## src/rtl/serial_irq_pkg.sv

```systemverilog
// Shared definitions for the serial port interrupt unit.
// Assumes a four-source status word whose bit order is fixed.
package serial_irq_pkg;
    localparam int NUM_SRC = 4;
    localparam int SRC_OVR = 0;   // receive overrun
    localparam int SRC_TMO = 1;   // receive timeout
    localparam int SRC_RXT = 2;   // receive FIFO threshold
    localparam int SRC_TXT = 3;   // transmit FIFO threshold

    typedef enum logic [1:0] {
        SEL_RAW    = 2'd0,
        SEL_ENABLE = 2'd1,
        SEL_MASKED = 2'd2,
        SEL_CLEAR  = 2'd3
    } reg_sel_e;

    typedef logic [NUM_SRC-1:0] src_vec_t;
endpackage

```

## src/rtl/sticky_event_flag.sv

```systemverilog
// Sticky event bit: set by a one-cycle event and cleared by a request.
// Assumes that a set and a clear in the same cycle must not lose the event.
module sticky_event_flag (
    input  logic clk,
    input  logic rst_n,
    input  logic set_evt,
    input  logic clr_req,
    output logic flag
);
    // Hold the flag; set has priority over clear.
    always_ff @(posedge clk) begin
        if (!rst_n)       flag <= 1'b0;
        else if (set_evt) flag <= 1'b1;
        else if (clr_req) flag <= 1'b0;
    end

    assert_set_lands_R9: assert property (@(posedge clk) disable iff (!rst_n)
        set_evt |=> flag);
    assert_clear_lands_R6: assert property (@(posedge clk) disable iff (!rst_n)
        (clr_req && !set_evt) |=> !flag);
    assert_holds_R6: assert property (@(posedge clk) disable iff (!rst_n)
        (!set_evt && !clr_req) |=> $stable(flag));
endmodule

```

## src/rtl/fifo_level_watch.sv

```systemverilog
// Level-derived threshold sources for the receive and transmit FIFOs.
// Assumes both levels lie in 0..DEPTH. These outputs are not sticky.
module fifo_level_watch #(
    parameter int DEPTH = 8,
    localparam int LVL_W = $clog2(DEPTH + 1)
) (
    input  logic             clk,
    input  logic             rst_n,
    input  logic [LVL_W-1:0] rx_level,
    input  logic [LVL_W-1:0] tx_level,
    output logic             rx_half_full,
    output logic             tx_half_empty
);
    localparam logic [LVL_W-1:0] HALF = LVL_W'(DEPTH / 2);
    localparam logic [LVL_W-1:0] FULL = LVL_W'(DEPTH);

    logic [LVL_W-1:0] tx_free;

    // Derive the free slot count and compare both sides against half capacity.
    always_comb begin
        tx_free       = FULL - tx_level;
        rx_half_full  = (rx_level >= HALF);
        tx_half_empty = (tx_free >= HALF);
    end

    assert_rx_level_range_R4: assert property (@(posedge clk) disable iff (!rst_n)
        rx_level <= FULL);
    assert_tx_level_range_R5: assert property (@(posedge clk) disable iff (!rst_n)
        tx_level <= FULL);
endmodule

```

## src/rtl/rx_idle_timer.sv

```systemverilog
// Receive inactivity timer: counts bit ticks while received data waits
// unread. It raises a sticky timeout after LIMIT ticks. Frame arrival or a
// FIFO read restarts the count, and frame arrival also negates the timeout.
module rx_idle_timer #(
    parameter int LIMIT = 32,
    localparam int CNT_W = $clog2(LIMIT + 1)
) (
    input  logic clk,
    input  logic rst_n,
    input  logic bit_tick,
    input  logic rx_nonempty,
    input  logic frame_done,
    input  logic rx_pop,
    input  logic clr_req,
    output logic timeout
);
    localparam logic [CNT_W-1:0] LAST = CNT_W'(LIMIT - 1);
    localparam logic [CNT_W-1:0] TOP  = CNT_W'(LIMIT);

    logic [CNT_W-1:0] idle_cnt;
    logic             activity;
    logic             expire;

    // Classify this cycle's activity and detect the final counted tick.
    always_comb begin
        activity = frame_done | rx_pop;
        expire   = bit_tick & rx_nonempty & !activity & (idle_cnt == LAST);
    end

    // Count ticks of inactivity and saturate at the limit.
    always_ff @(posedge clk) begin
        if (!rst_n)                         idle_cnt <= '0;
        else if (activity || !rx_nonempty)  idle_cnt <= '0;
        else if (bit_tick && idle_cnt != TOP) idle_cnt <= idle_cnt + 1'b1;
    end

    sticky_event_flag i_tmo_flag (
        .clk     (clk),
        .rst_n   (rst_n),
        .set_evt (expire),
        .clr_req (clr_req | frame_done),
        .flag    (timeout)
    );

    assert_restart_on_activity_R7: assert property (@(posedge clk) disable iff (!rst_n)
        activity |=> (idle_cnt == '0));
    assert_negate_on_frame_R8: assert property (@(posedge clk) disable iff (!rst_n)
        frame_done |=> !timeout);
    assert_count_bounded_R7: assert property (@(posedge clk) disable iff (!rst_n)
        idle_cnt <= TOP);
endmodule

```

## src/rtl/serial_irq_unit.sv

```systemverilog
// Interrupt status unit for a synchronous serial port. It combines two
// sticky sources (overrun, timeout) with two FIFO threshold sources and
// exposes raw, enable, masked and clear registers. It drives a registered
// combined interrupt line. Assumes single-cycle pulses on frame_done, rx_pop
// and bit_tick.
module serial_irq_unit #(
    parameter int DEPTH         = 8,
    parameter int TIMEOUT_TICKS = 32,
    localparam int LVL_W = $clog2(DEPTH + 1)
) (
    input  logic             clk,
    input  logic             rst_n,
    input  logic [LVL_W-1:0] rx_level,
    input  logic [LVL_W-1:0] tx_level,
    input  logic             frame_done,
    input  logic             rx_pop,
    input  logic             bit_tick,
    input  logic [1:0]       reg_sel,
    input  logic             wr_en,
    input  logic [3:0]       wr_data,
    output logic [3:0]       rd_data,
    output logic             irq
);
    import serial_irq_pkg::*;

    localparam logic [LVL_W-1:0] FULL = LVL_W'(DEPTH);

    src_vec_t raw_vec;
    src_vec_t enable_q;
    src_vec_t masked_vec;
    logic     clr_wr;
    logic     ovr_set;
    logic     ovr_flag;
    logic     tmo_flag;
    logic     rx_thr;
    logic     tx_thr;

    // Decode the clear strobe and the overrun event.
    always_comb begin
        clr_wr  = wr_en && (reg_sel_e'(reg_sel) == SEL_CLEAR);
        ovr_set = frame_done && (rx_level == FULL);
    end

    sticky_event_flag i_ovr_flag (
        .clk     (clk),
        .rst_n   (rst_n),
        .set_evt (ovr_set),
        .clr_req (clr_wr & wr_data[SRC_OVR]),
        .flag    (ovr_flag)
    );

    rx_idle_timer #(.LIMIT(TIMEOUT_TICKS)) i_idle_timer (
        .clk         (clk),
        .rst_n       (rst_n),
        .bit_tick    (bit_tick),
        .rx_nonempty (rx_level != '0),
        .frame_done  (frame_done),
        .rx_pop      (rx_pop),
        .clr_req     (clr_wr & wr_data[SRC_TMO]),
        .timeout     (tmo_flag)
    );

    fifo_level_watch #(.DEPTH(DEPTH)) i_level_watch (
        .clk           (clk),
        .rst_n         (rst_n),
        .rx_level      (rx_level),
        .tx_level      (tx_level),
        .rx_half_full  (rx_thr),
        .tx_half_empty (tx_thr)
    );

    // Gather the sources into the raw vector and apply the enable mask.
    always_comb begin
        raw_vec          = '0;
        raw_vec[SRC_OVR] = ovr_flag;
        raw_vec[SRC_TMO] = tmo_flag;
        raw_vec[SRC_RXT] = rx_thr;
        raw_vec[SRC_TXT] = tx_thr;
        masked_vec       = raw_vec & enable_q;
    end

    // Hold the enable register written by software.
    always_ff @(posedge clk) begin
        if (!rst_n) enable_q <= '0;
        else if (wr_en && (reg_sel_e'(reg_sel) == SEL_ENABLE)) enable_q <= wr_data;
    end

    // Register the combined interrupt so the output line has no glitches.
    always_ff @(posedge clk) begin
        if (!rst_n) irq <= 1'b0;
        else        irq <= |masked_vec;
    end

    // Return the selected register; the clear register reads as zero.
    always_comb begin
        unique case (reg_sel_e'(reg_sel))
            SEL_RAW:    rd_data = raw_vec;
            SEL_ENABLE: rd_data = enable_q;
            SEL_MASKED: rd_data = masked_vec;
            SEL_CLEAR:  rd_data = '0;
            default:    rd_data = '0;
        endcase
    end

    assert_irq_follows_R11: assert property (@(posedge clk) disable iff (!rst_n)
        1'b1 |=> (irq == $past(|masked_vec)));
    assert_enable_load_R12: assert property (@(posedge clk) disable iff (!rst_n)
        (wr_en && reg_sel == 2'd1) |=> (enable_q == $past(wr_data)));
    assert_enable_hold_R10: assert property (@(posedge clk) disable iff (!rst_n)
        !(wr_en && reg_sel == 2'd1) |=> $stable(enable_q));
    assert_ovr_on_full_frame_R3: assert property (@(posedge clk) disable iff (!rst_n)
        (frame_done && rx_level == FULL) |=> ovr_flag);
endmodule

```

## config.mk

```make
export PLATFORM = sky130hd
export DESIGN_NAME = serial_irq_unit
export DESIGN_NICKNAME = d
export VERILOG_FILES = /design/src/rtl/serial_irq_pkg.sv /design/src/rtl/sticky_event_flag.sv /design/src/rtl/fifo_level_watch.sv /design/src/rtl/rx_idle_timer.sv /design/src/rtl/serial_irq_unit.sv
export SDC_FILE = /design/constraint.sdc
export NUM_CORES = 1
export LEC_CHECK = 0
export ABC_AREA = 1
export BUFFER_PORTS_ARGS = -buffer_cell sky130_fd_sc_hd__buf_2
export CAP_MARGIN = 15
export CELL_PAD_IN_SITES_DETAIL_PLACEMENT = 0
export CELL_PAD_IN_SITES_GLOBAL_PLACEMENT = 2
export CORE_MARGIN = 2
export CORE_UTILIZATION = 26
export CTS_CLUSTER_SIZE = 25
export DETAILED_ROUTE_END_ITERATION = 10
export GPL_ROUTABILITY_DRIVEN = 0
export HOLD_SLACK_MARGIN = 0.06
export PLACE_DENSITY_LB_ADDON = 0.05
export RECOVER_POWER = 50
export SETUP_SLACK_MARGIN = 0.15
export SYNTH_ARGS = -nofsm -noshare
export SYNTH_HDL_FRONTEND = slang
export SYNTH_SLANG_ARGS = --single-unit
```

## constraint.sdc

```tcl
create_clock -name clk -period 1.6 [get_ports clk]
set_input_delay 0.4 -clock clk [delete_from_list [all_inputs] [get_ports clk]]
set_output_delay 0.4 -clock clk [all_outputs]
set_load 0.02 [all_outputs]
```

==> summary.txt <==
switching share of power -> 0.2732
clk slew on worst S/H paths -> 0.08 ns
average size of a mapped cell -> 6.721 µm²
FF+latch area -> 262.8 µm²
sequential fraction of the synthesis area -> 0.3200
multi-input logic area -> 491.7 µm²
die height -> 59.93 µm
min Tclk post-route -> 1.423 ns
final WL -> 1942 µm
worst r2r src -> i_idle_timer.idle_cnt[0]$_SDFFE_PP0P_
RSZ-0062 raised after global routing -> yes
most frequent cells in the layout -> inv_1, nand2_1, buf_2, dfxtp_1
Hold Path Sink -> enable_q[2]$_SDFFE_PN0P_
final instance area -> 0.001124 mm²
1st-iter DRT viols -> 24
area post-placement -> 967.2 µm²
area growth from synthesis to layout -> 38.15%
top-area cell type share of the netlist area -> 0.3200
Std-Cell Core Area -> 0.003003 mm²
Syn. warnings -> 0
CP Class -> reg2out
layout cells sized above 1 -> 0.4379
clock power share -> 0.295
Num Clock Sinks -> 13
CTS Buf Count -> 3
Setup-failing EPs final -> 0
Total Power -> 0.6814 mW
part of the power in registers -> 0.494
Synth area leader -> dfxtp_1
Cell Rows -> 20
via count -> 834
largest net degree at the start of global routing -> 9
synth unique cells -> 21
GRT overflow -> 0
Die W -> 59.93 µm
Switching Power -> 0.1862 mW
overall routing resource usage -> 0.1217
Hold Buf Count CTS -> 0
Max FO, Critical Path -> 2
#FFs+latches synth -> 13
worst reg2reg path depth -> 8
top cells by area, synth -> dfxtp_1, nand2_1, inv_1, o21ai_0, a21oi_1
H-tree levels -> 1
net count reported at finish -> 176
root buf cell -> clkbuf_4
peak supply drop -> 211.5 µV
Max Transition Viols Final -> 0
worst slew pin tran -> 0.2562 ns
vias per cell -> 4.484
f_max -> 0.7029 GHz
Cells after Synth -> 121
Port Buffers -> 24
DRC Markers -> 0
Die ar. -> 0.003592 mm²
first-pass GRT wire length -> 3325 µm
status -> finished, final reports clean
initial antenna violation count -> 0
Synthesized Nets -> 143
Worst Setup End Kind -> output pin
vias in the first global route -> 828
post-layout util -> 0.3742
class of the worst hold path -> in2reg
fillcell total -> 346
HP Start -> wr_data[2]
worst skew pair latency -> 0.27 ns
Slew HR -> 0.8279
CP startpoint kind -> register
Antenna diodes -> 0
First-pass DRT Iterations -> 2
post-synthesis cell area -> 813.3 µm²
period utilization -> 0.8891
Longest Clk Path Bufs -> 2
total of max-cap violations -> 0
remaining antenna violation count after routing -> 0
Setup TNS -> 0 ns
Cell Pwr Density -> 606.5 mW/mm²
Gate power share -> 0.211
Final Hold Vio Count -> 0
hold path depth -> 3
CTS tree -> done
clock skew -> 0.003742 ns
Setup WS pre-CTS -> 0.01561 ns
r2r setup slk -> 0.39 ns
post-DP HPWL -> 1599 µm
IO Pins -> 25
wire length per cell -> 10.44 µm
worst reg2reg path endpoint -> i_idle_timer.idle_cnt[1]$_SDFFE_PP0P_
Initial Util -> 0.2708
WP data required -> 1.20 ns
Worst EP arrival -> 1.02 ns
leak pwr -> 0.4825 nW
Internal Power -> 0.4953 mW
final worst slack -> 0.1774 ns
## flip-flops by register name, summed over array words and instances (netlist names)
register / flops
enable_q: 4
i_idle_timer.i_tmo_flag.flag: 1
i_idle_timer.idle_cnt: 6
i_ovr_flag.flag: 1
irq: 1
## worst max-delay path, stage by stage (launching register included)
cell and delay [ns]:
dfxtp_1 0.34, inv_2 0.05, o21ai_2 0.13, o21ai_2 0.06, inv_1 0.06, buf_6 0.11
## final cells by class
type | instances | share of cell area
Clock buffer | 4 | 0.02339
Tap cell | 33 | 0.03675
Inverter | 25 | 0.08352
Sequential cell | 13 | 0.2339
Multi-Input combinational cell | 82 | 0.4376
Timing Repair Buffer | 29 | 0.1849
## metrics by stage
step           instances  hold WS, ns
6_report             186       0.4159
5_1_grt              186       0.4306
4_1_cts              183       0.3995
3_5_place_dp         177       0.4561
3_3_place_gp         177       0.4568
2_1_floorplan        121       0.4332
## cell usage after synthesis
cell / count
a21oi_1: 8
a21oi_2: 3
a31oi_1: 1
buf_4: 1
dfxtp_1: 13
ha_1: 2
inv_1: 22
inv_2: 3
nand2_1: 23
nand2_2: 2
nand3_1: 8
nand3_2: 3
nand4_1: 3
nor2_1: 9
nor2_2: 3
nor2_4: 1
nor3_1: 1
nor3_2: 3
o21ai_0: 10
or2_4: 1
xor2_1: 1
## worst max-delay path by stage
stage                 end  depth (start not counted)  slack (ns)                         start
3_5_place_dp   rd_data[2]                          5        0.02                    reg_sel[0]
6_report       rd_data[0]                          5        0.18  i_ovr_flag.flag$_SDFFE_PN0P_
2_1_floorplan  rd_data[3]                          5        0.18                   tx_level[1]
4_1_cts        rd_data[3]                          7        0.15                   tx_level[0]
3_3_place_gp   rd_data[2]                          5        0.05                    reg_sel[0]
5_1_grt        rd_data[0]                          5        0.09  i_ovr_flag.flag$_SDFFE_PN0P_
## routing by layer
layer	track usage	share of wire	up-vias
met5	0	0	-
met4	0.04762	0.0041	0
met3	0.01948	0.026	2
met2	0.2283	0.53	14
met1	0.1341	0.44	367
li1	-	-	451
## power groups by stage
stage | Sequential, mW | Clock, mW | Combinational, mW
3_5_place_dp | 0.344 | 0 | 0.109
5_1_grt | 0.338 | 0.232 | 0.160
2_1_floorplan | 0.344 | 0 | 0.0622
4_1_cts | 0.336 | 0.219 | 0.126
3_3_place_gp | 0.344 | 0 | 0.108
6_report | 0.337 | 0.201 | 0.144
## logic make-up after synthesis
kind of cell             share of synthesized area
AO/OA/AOI/OAI                               0.1508
flip-flops                                  0.3200
AND/OR/NAND/NOR                             0.3631
XOR/XNOR                                   0.01077
buffers and inverters                       0.1246
adder cells (fa/ha/maj)                    0.03076
## timing repair
action	4_1_cts	5_1_grt
setup buffers	2	3
gates resized for setup	15	29
pin swaps	4	4
endpoints found under the setup margin	4	4
endpoints found under the hold margin	0	0
No activity file was read; power rests on OpenSTA's default activity.
